**src/rtl/dma_half_counter.sv**
```systemverilog
module dma_half_counter #(
  parameter int CNT_W = 16
) (
  input  logic             clk,
  input  logic             rst_n,
  input  logic             reg_addr,
  input  logic             reg_wr,
  input  logic             reg_rd,
  input  logic [CNT_W-1:0] reg_wdata,
  output logic [CNT_W-1:0] reg_rdata,
  input  logic             chan_en,
  input  logic             mst_en,
  input  logic             xfer_done,
  input  logic             nmi,
  input  logic             addr_err,
  output logic             irq
);
  localparam logic SEL_CNT = 1'b0;
  localparam logic SEL_CTL = 1'b1;

  logic [CNT_W-1:0] cnt, start_q;
  logic flag, ie, armed, run, chan_q, mst_q;

  wire chan_rise = chan_en & ~chan_q;
  wire abort     = nmi | addr_err | (chan_q & ~chan_en) | (mst_q & ~mst_en);
  wire wr_cnt    = reg_wr & (reg_addr == SEL_CNT);
  wire wr_ctl    = reg_wr & (reg_addr == SEL_CTL);
  wire rd_ctl    = reg_rd & (reg_addr == SEL_CTL);
  wire dec       = xfer_done & run & chan_en & mst_en & ~abort & (cnt != '0);
  wire [CNT_W-1:0] cnt_nx = cnt - 1'b1;
  wire hit       = dec & (cnt_nx <= (start_q >> 1));

  always_ff @(posedge clk or negedge rst_n) begin
    if (!rst_n) begin
      cnt     <= '0;
      start_q <= '0;
      flag    <= 1'b0;
      ie      <= 1'b0;
      armed   <= 1'b0;
      run     <= 1'b0;
      chan_q  <= 1'b0;
      mst_q   <= 1'b0;
    end else begin
      chan_q <= chan_en;
      mst_q  <= mst_en;
      if (chan_rise) start_q <= cnt;
      if (abort) run <= 1'b0;
      else if (chan_rise && mst_en) run <= 1'b1;
      if (wr_cnt) cnt <= reg_wdata;
      else if (dec) cnt <= cnt_nx;
      if (hit) flag <= 1'b1;
      else if (wr_ctl && armed && !reg_wdata[0]) flag <= 1'b0;
      if (wr_ctl) ie <= reg_wdata[1];
      if (rd_ctl && flag) armed <= 1'b1;
      else if (wr_ctl) armed <= 1'b0;
    end
  end

  assign irq       = flag & ie;
  assign reg_rdata = (reg_addr == SEL_CTL) ? {{(CNT_W-2){1'b0}}, ie, flag} : cnt;
endmodule

```
**config.mk**
```make
export PLATFORM = sky130hd
export DESIGN_NAME = dma_half_counter
export DESIGN_NICKNAME = d
export VERILOG_FILES = /design/src/rtl/dma_half_counter.sv
export SDC_FILE = /design/constraint.sdc
export NUM_CORES = 1
export LEC_CHECK = 0
export BUFFER_PORTS_ARGS = -buffer_cell sky130_fd_sc_hd__buf_2
export CAP_MARGIN = 20
export CORE_UTILIZATION = 40
export CTS_CLUSTER_SIZE = 25
export DETAILED_ROUTE_END_ITERATION = 10
export GPL_TIMING_DRIVEN = 1
export REMOVE_ABC_BUFFERS = 1
export SLEW_MARGIN = 20
export SYNTH_ARGS = -nofsm -noshare
export SYNTH_HDL_FRONTEND = slang
export SYNTH_SLANG_ARGS = --single-unit
```
**constraint.sdc**
```tcl
create_clock -name clk -period 2.9 [get_ports clk]
set_input_delay 0.87 -clock clk [delete_from_list [all_inputs] [get_ports clk]]
set_output_delay 0.87 -clock clk [all_outputs]
set_load 0.01 [all_outputs]
```
### Word level (Yosys, flattened, before mapping)

Cells that the tools add are included.

* bits in registers: 38
* bits of input ports: 26
* output and inout bits: 17
* logic and storage cells: 50

* add/subtract/negate cells: 1
* order comparisons: 1
* multiplexer cells: 9
* bitwise logic cells: 21
* reduce and logical (&&, ||, !) cells: 10

Operator list (number)
* $mux 16: 3
* $le 16x15->1: 1
* $reduce_bool 16->1: 1
* $sub 16x1->16 const B: 1
* $and 1x1->1: 13
* $reduce_bool 2->1: 4
* $mux 1: 6
* $not 1->1: 5
* $logic_and 1x1->1: 4
* $or 1x1->1: 3
* $logic_not 1->1: 1

### Depth between registers and ports, before layout

Gate-level depths: netlist (run 1).

* depth in word-level cells: 9
* gate-level depth with buffers: 13
* gate-level depth less buffers: 12

### Worst setup path before layout (run 1)

Ideal clock, no wire load.

* path kind: reg2reg
* start: register cnt[0]
* end: register flag
* library setup time: 78 ps
* arrival: 2944 ps
* data required time: 2822 ps
* slack: -121 ps
* stages on the path, launching flop included: 14
* buffers on the path: 1
* clock period less this slack: 3021 ps
* cells stage by stage: dfrtp_1 > inv_1 > ha_1 > or3b_1 > nor3b_2 > buf_4 > nand2_1 > xnor2_1 > ha_1 > nand3_1 > nor2_1 > a221o_1 > or3_1 > a21oi_1

* longest elaborated chain between the ends: 4
* elaborated cells on any way between the ends: 7
* classes of those cells: 1 x add/sub; 1 x order compare; 1 x mux; 2 x bitwise; 2 x reduce/logical

RTL lines
* start, declared: RTL line 21 `logic [CNT_W-1:0] cnt, start_q;`
* start signal, assigned: RTL line 49 `if (wr_cnt) cnt <= reg_wdata;`
* start signal, assigned: RTL line 50 `else if (dec) cnt <= cnt_nx;`
* $sub 16x1->16 or $reduce_bool 16->1 (tied branches): RTL line 30, 29
* $le 16x15->1 or $and 1x1->1 (tied branches): RTL line 31, 29
* $and 1x1->1 (*): RTL line 31 `wire hit = dec & (cnt_nx <= (start_q >> 1));`
* $mux 1 or $reduce_bool 2->1 (tied branches)
* end signal, assigned: RTL line 37 `flag <= 1'b0;`
* end signal, assigned: RTL line 51 `if (hit) flag <= 1'b1;`
* end signal, assigned: RTL line 52 `else if (wr_ctl && armed && !reg_wdata[0]) flag <= 1'b0;`
* end, declared: RTL line 22 `logic flag, ie, armed, run, chan_q, mst_q;`

Mark *: on every way between the ends. The rest lies on a longest branch, timed or not.
A chain may end at the register's enable or synchronous reset.

### Worst setup path in the final report (run 1)

* start: register cnt[1]
* end: register flag

Same word-level chain as after synthesis.

==> flow_summary.toml, run 1 <==
[cells_and_area]
filler_cell_count = 598
final_nets = 361
regArea_um2 = 925.9
syn_to_final_growth_pct = 23.64
drive_gt1_share_pct = 37.19
multi_input_area_um2 = 1545
diodes = 0

[timing]
period_share_pct = 96.97
relSlewSlack_pct = 43.11
period_minus_slack_ns = 2.812
hold_viol_final = 0
setup_viol = 0
skew_ns = 0.01007
hold_ws_ns = 0.4521
setup_ws_ns = 0.08800
tightest_slew_ns = 0.8534
max_freq_mhz = 355.6
rsz0062_at_grt = "yes"
slew_viol_final = 0

[die]
die_w_um = 81.86
start_util_pct = 42.34
pin_count = 43
core_region_area_um2 = 6026
row_count = 28
die_h_um = 81.86
die-area_um2 = 6701

[clocking]
cts_root_buffer = "clkbuf_8"
cts_max_path_buffers = 2
cts.htree.levels = 2
cts_tree = "built"
postCtsHoldBufs = 0
clk_pin_slew_worst_paths_ns = 0.08
cts_sinks = 37
numCtsBuffers = 5
clock_latency_ns = 0.29

[setup_path]
worstSetupStartpointType = "flip-flop"
slowest_delay_ns = 0.43
worst_ep_required_time_ns = 3.13
reg2reg_slack_ns = 0.09
critical_path_class = "reg2reg"
r2r_cells = 11
rr_endpoint = "flag"
cp_slowest_cell = "dfrtp_1"
cp_max_fo = 3
cp-endpoint = "flag"
cp_data_arrival_time_ns = 3.04
crit_start = "cnt[1]"
path_cells = "inv_2 > ha_4 > or3b_4 > or3_4 > xnor2_2 > ha_1 > nand2_2 > o21ai_2 > a221o_1 > or3_1 > a21oi_2"
endpoint_kind = "flip-flop"
reg2reg_from = "cnt[1]"

[synthesis]
synthArstFlopShare_pct = 100.0
synth_common_cells = "37 x dfrtp_1, 26 x nand2_1, 19 x xnor2_1"
ys_top_cells_by_area = "dfrtp_1 36%, ha_1 7.8%, mux2_2 7.1%"
synth-seq-cells = 37
yosys.area.top_type_share_pct = 36.29
syn_inst = 263
yosysTopAreaCell = "dfrtp_1"
synth.most_common_cell = "dfrtp_1"
syn_area_per_cell_um2 = 9.700
synth_cell_types = 51
seq_area_frac_synth_pct = 36.29
synth_ff_type = "dfrtp_1"
ys_warn_count = 0
synth-edff-count = 0
synth_area_um2 = 2551

[pwr]
max-vdd-ir-drop_uv = 230.3
swShare_pct = 31.48
leakage_nw = 1.413
p_comb_share_pct = 33.8
power_density_nw_per_um2 = 535.9
p_int_mw = 1.158
switchingPower_uw = 532.1
clkPwrFrac_pct = 27.7
seqPwrFrac_pct = 38.6

[grt]
grt_util_met1_pct = 24.43
grt-ovfl-total = 0
grt_util_met2_pct = 30.74
busiest_layer = "met2"
grt_max_degree = 38
grt_first_pass_wirelength_um = 9508
antenna_found_initial = 0
grt_use_total_pct = 18.76
first_global_vias = 2053
grt_use_met3_pct = 3.667

[routing]
first_iter_violations = 60
first_pass_iters = 4
wirelength_um = 5639
vias_per_cell = 5.175
vias = 2044
postRouteAntennaNets = 0
avgRoutedWirePerCell_um = 14.28
drc = 0

[job]
maxCapViolations = 0

[hold_path]
min_path_type = "reg2reg"

[place]
gp_congestion = 0.7933
pre_cts_ws_ns = -0.07039
dp_hpwl_um = 4106
place.port_buffers = 42

[status]
status = "finished clean"
## metal layers
layer  vias to the layer above  share of wire [%]
met5                         -                  0
met4                         0                1.3
met3                         8                3.6
met2                        40                 48
met1                       976                 47
li1                       1020                  -
## worst min-delay path by stage
stage                 from  end  slack (ns)  cells past startpoint
CTS                 chan_q  run        0.45                      1
global placement    chan_q  run        0.44                      1
global route        chan_q  run        0.49                      1
floorplan           chan_q  run        0.41                      1
finish              chan_q  run        0.45                      1
detailed placement  chan_q  run        0.44                      1
## placed cells by master, fill, tap and decap left out, types with 4 or more instances in the layout
cell type,count
nor2b_1,16
clkbuf_8,6
a211oi_1,5
buf_2,42
xnor2_1,18
or3_1,4
dfrtp_1,37
buf_4,26
inv_1,17
o21ai_0,16
nor2_1,6
ha_1,15
a21oi_1,7
nand2_1,25
mux2_2,16
xor2_1,7
## power groups by stage
stage	sequential, mW	combinational, mW	clock, mW
after CTS	0.651	0.546	0.481
final	0.652	0.571	0.468
after global routing	0.663	0.644	0.498
after floorplan	0.662	0.323	0
after detailed placement	0.659	0.514	0
after global placement	0.654	0.508	0
## stage by stage
step / total power [mW] / instances / TNS (ns) / cell area [um2] / util [%]
3_5_place_dp: 1.173 / 382 / -0.07039 / 2914 / 48.36
3_3_place_gp: 1.163 / 382 / -0.01703 / 2914 / 48.36
5_1_grt: 1.805 / 395 / -0.01244 / 3154 / 52.35
2_1_floorplan: 0.9851 / 244 / -0.3230 / 2450 / -
4_1_cts: 1.678 / 392 / 0 / 3094 / 51.35
6_report: 1.690 / 395 / 0 / 3154 / 52.35
## area by class of cell
type / instances / area share, %
Multi-Input combinational cell: 189 / 48.99
Sequential cell: 37 / 29.35
Timing Repair Buffer: 68 / 12.85
Tap cell: 75 / 2.975
Clock buffer: 7 / 2.737
Inverter: 18 / 2.142
Clock inverter: 1 / 0.9520
## state kept, by name, indices dropped and copies added, names as in the netlist
name,flops
chan_q,1
mst_q,1
ie,1
armed,1
start_q,15
cnt,16
flag,1
run,1
## cell families after synthesis
| kind of cell | count (synthesis) | synth area share [%] |
|---|---|---|
| compound gates | 49 | 13.34 |
| xor+xnor | 26 | 8.926 |
| fa+ha+maj | 16 | 7.847 |
| buf+inv | 37 | 6.620 |
| flops | 37 | 36.29 |
| mux | 17 | 7.455 |
| simple gates | 81 | 19.52 |
## critical path: cells and delay by family (launching register included)
family / cells / cell delay [ns]
AND/OR/NAND/NOR: 4 / 1.19
buffers and inverters: 1 / 0.10
AO/OA/AOI/OAI: 3 / 0.46
adder cells (fa/ha/maj): 2 / 0.44
XOR/XNOR: 1 / 0.14
flip-flops: 1 / 0.43
## repair_timing
item	in CTS	in global routing
setup buffers	2	3
gates cloned	0	0
endpoints found under the setup margin	1	1
pin swaps	4	10
resized for setup	11	9
Note: power is estimated with default switching activity, not from simulation.
==> run 2: changes to the inputs <==
- ABC_AREA: not set -> 1
- CORE_ASPECT_RATIO: not set -> 2
- CORE_UTILIZATION: 40 -> 51
- PLACE_DENSITY: not set -> 0.77
==> run 2 against run 1 <==
  * Sequential power up 7.4%
  * Non-clock buffer count down 24
  * Die area down 23%
  * Power up 12%
  * Global-route usage up 7.0 points
  * Fmax up 6.4%
  * Combinational power up 46%
  * Critical path type unchanged
  * Largest power group is now combinational cells
==> flow_summary.toml, run 2 <==
[status]
status = "finished clean"

[cells_and_area]
diodes = 0
syn_to_final_growth_pct = 13.30
largestRegisters = "cnt (16), start_q (15)"
final_cell_mix = "91 x nand2_1, 47 x inv_1, 42 x buf_2"
layout_commonest_cell = "nand2_1"
final_nets = 415
drive_gt1_share_pct = 21.45
regArea_um2 = 925.9
largest_reg_flops = 16
filler_cell_count = 467
final_cells = 428
regMostFlops = "cnt"
multi_input_area_um2 = 1319

[clocking]
clk_pin_slew_worst_paths_ns = 0.07
post-cts-setup-buffers = 0
cts_max_path_buffers = 2
cts.repair.resized = 0
cts_sinks = 37
cts_root_buffer = "clkbuf_8"
cts_tree = "built"
clock_latency_ns = 0.29
numCtsBuffers = 5
postCtsHoldBufs = 0
cts.htree.levels = 2

[pwr]
max-vdd-ir-drop_uv = 435.1
leakage_nw = 1.498
power_density_nw_per_um2 = 675.3

[synthesis]
syn_area_per_cell_um2 = 7.503
synth-edff-count = 0
synth-seq-cells = 37
synthAdderAreaFrac_pct = 8.060
ys_warn_count = 0
seq_area_frac_synth_pct = 37.28
synthMuxAreaShare_pct = 0
synth_compound_area_share_pct = 12.90
synth.most_common_cell = "nand2_1"
synth_top_family_by_area = "simple AND/OR/NAND/NOR gates"
synth_ff_type = "dfrtp_1"
synth_common_cells = "91 x nand2_1, 47 x inv_1, 40 x nor2_1"
yosys.area.top_type_share_pct = 37.28
synth-xor-area-share_pct = 4.584
yosysTopAreaCell = "dfrtp_1"
synth_area_um2 = 2484
syn_inst = 331
ys_top_cells_by_area = "dfrtp_1 37%, nand2_1 14%, ha_1 8.1%"
synthArstFlopShare_pct = 100.0
synth_cell_types = 32
synthSimpleGateAreaFrac_pct = 27.56

[timing]
hold_viol_final = 0
period_minus_slack_ns = 2.643
slew_viol_final = 0
max_freq_mhz = 378.4
relSlewSlack_pct = 43.55
hold_ws_ns = 0.5177
setup_viol = 0
finalSetupTns_ns = 0
rsz0062_at_grt = "no"
skew_ns = 0.003790
period_share_pct = 91.13
tightest_slew_ns = 0.8468

[die]
row_count = 35
pin_count = 43
start_util_pct = 53.50
die_w_um = 51.35
die-area_um2 = 5170
core_region_area_um2 = 4642
die_h_um = 100.7

[grt]
grt_max_degree = 38
grt-ovfl-total = 0
grt_first_pass_wirelength_um = 9770
first_global_vias = 2250
grt_use_total_pct = 25.78
antenna_found_initial = 0

[hold_path]
min_path_type = "reg2reg"
hp-start = "run"

[routing]
first_iter_violations = 51
first_pass_iters = 4
drc = 0
vias = 2228
wirelength_um = 5756
postRouteAntennaNets = 0
vias_per_cell = 5.206
avgRoutedWirePerCell_um = 13.45

[setup_path]
crit_start = "cnt[0]"
cp_data_arrival_time_ns = 2.82
cp_max_fo = 5
worst_ep_required_time_ns = 3.08
critical_path_class = "reg2reg"
worstSetupStartpointType = "flip-flop"
endpoint_kind = "flip-flop"
reg2reg_from = "cnt[0]"

[place]
dp.cells = 421
gp_congestion = 0.8543
dp_hpwl_um = 4396
place.port_buffers = 42

[job]
maxCapViolations = 0
==> run 2: changes by cell type in the layout (fill, tap and decap cells not counted), moves of 4 or more <==
cell	delta
xor2_1	+6
mux2_2	-16
nor2_1	+34
nand3_1	+7
o21ai_2	+6
nor2_2	+7
inv_1	+30
or3_1	-4
nand2_1	+66
a211oi_1	-5
xnor2_1	-18
nor2b_1	-16
buf_4	-24
==> run 2: per-stage QoR <==
step           power (mW)  instance area, um2  setup slack (ns)  utilization [%]
2_1_floorplan       1.312                2434            0.7052                -
3_3_place_gp        1.510                2728            0.2730            58.76
3_5_place_dp        1.539                2728            0.2510            58.76
4_1_cts             1.916                2814            0.2373            60.62
5_1_grt             2.072                2814           0.01752            60.62
6_report            1.900                2814            0.2573            60.62
==> run 2: cells by family after synthesis <==
group                      count (synthesis)
and+or+nand+nor                          158
xor gates and xnor gates                  13
AOI/OAI and AO/OA                         48
buffers and inverters                     59
DFF                                       37
adders and majority gates                 16
==> run 2: final timing paths <==
kind                                     to  slack (ns)  cells after the start
min in group asynchronous       start_q[14]        0.68                      1
worst max register to register         flag        0.26                     14
worst min register to register          run        0.52                      2
max in group asynchronous            cnt[8]        1.68                      1
worst max-delay path                   flag        0.26                     14
worst min-delay path                    run        0.52                      2
==> run 2: report_power, final <==
part | switching (mW) | total [mW] | internal [mW]
Sequential | 0.0831 | 0.700 | 0.617
Clock | 0.179 | 0.368 | 0.189
Combinational | 0.511 | 0.832 | 0.321
==> run 2: critical path: stages, from the launching register on <==
cell and delay, ns:
dfrtp_1 0.40, inv_1 0.18, ha_1 0.28, nand4_1 0.22, nor2_1 0.21, nand2_1 0.10, xor2_1 0.17, ha_1 0.28
nand3_1 0.09, nor3_1 0.25, nand3_1 0.12, nand2_1 0.06, nand2_1 0.05, nand2_1 0.07, nand2_1 0.05
==> run 2: metal layers <==
layer  share of wire (%)  GRT usage, %  vias to the layer above
li1                    -             -                     1122
met1                  38         25.36                     1034
met2                  55         48.89                       49
met3                 2.5         3.017                       23
met4                 4.5         15.38                        0
met5                   0             0                        -
==> run 2: area by class of cell <==
class	count	area share, %
Tap cell	55	2.446
Clock buffer	7	3.068
Multi-Input combinational cell	235	46.87
Timing Repair Buffer	44	8.004
Inverter	50	6.714
Sequential cell	37	32.90
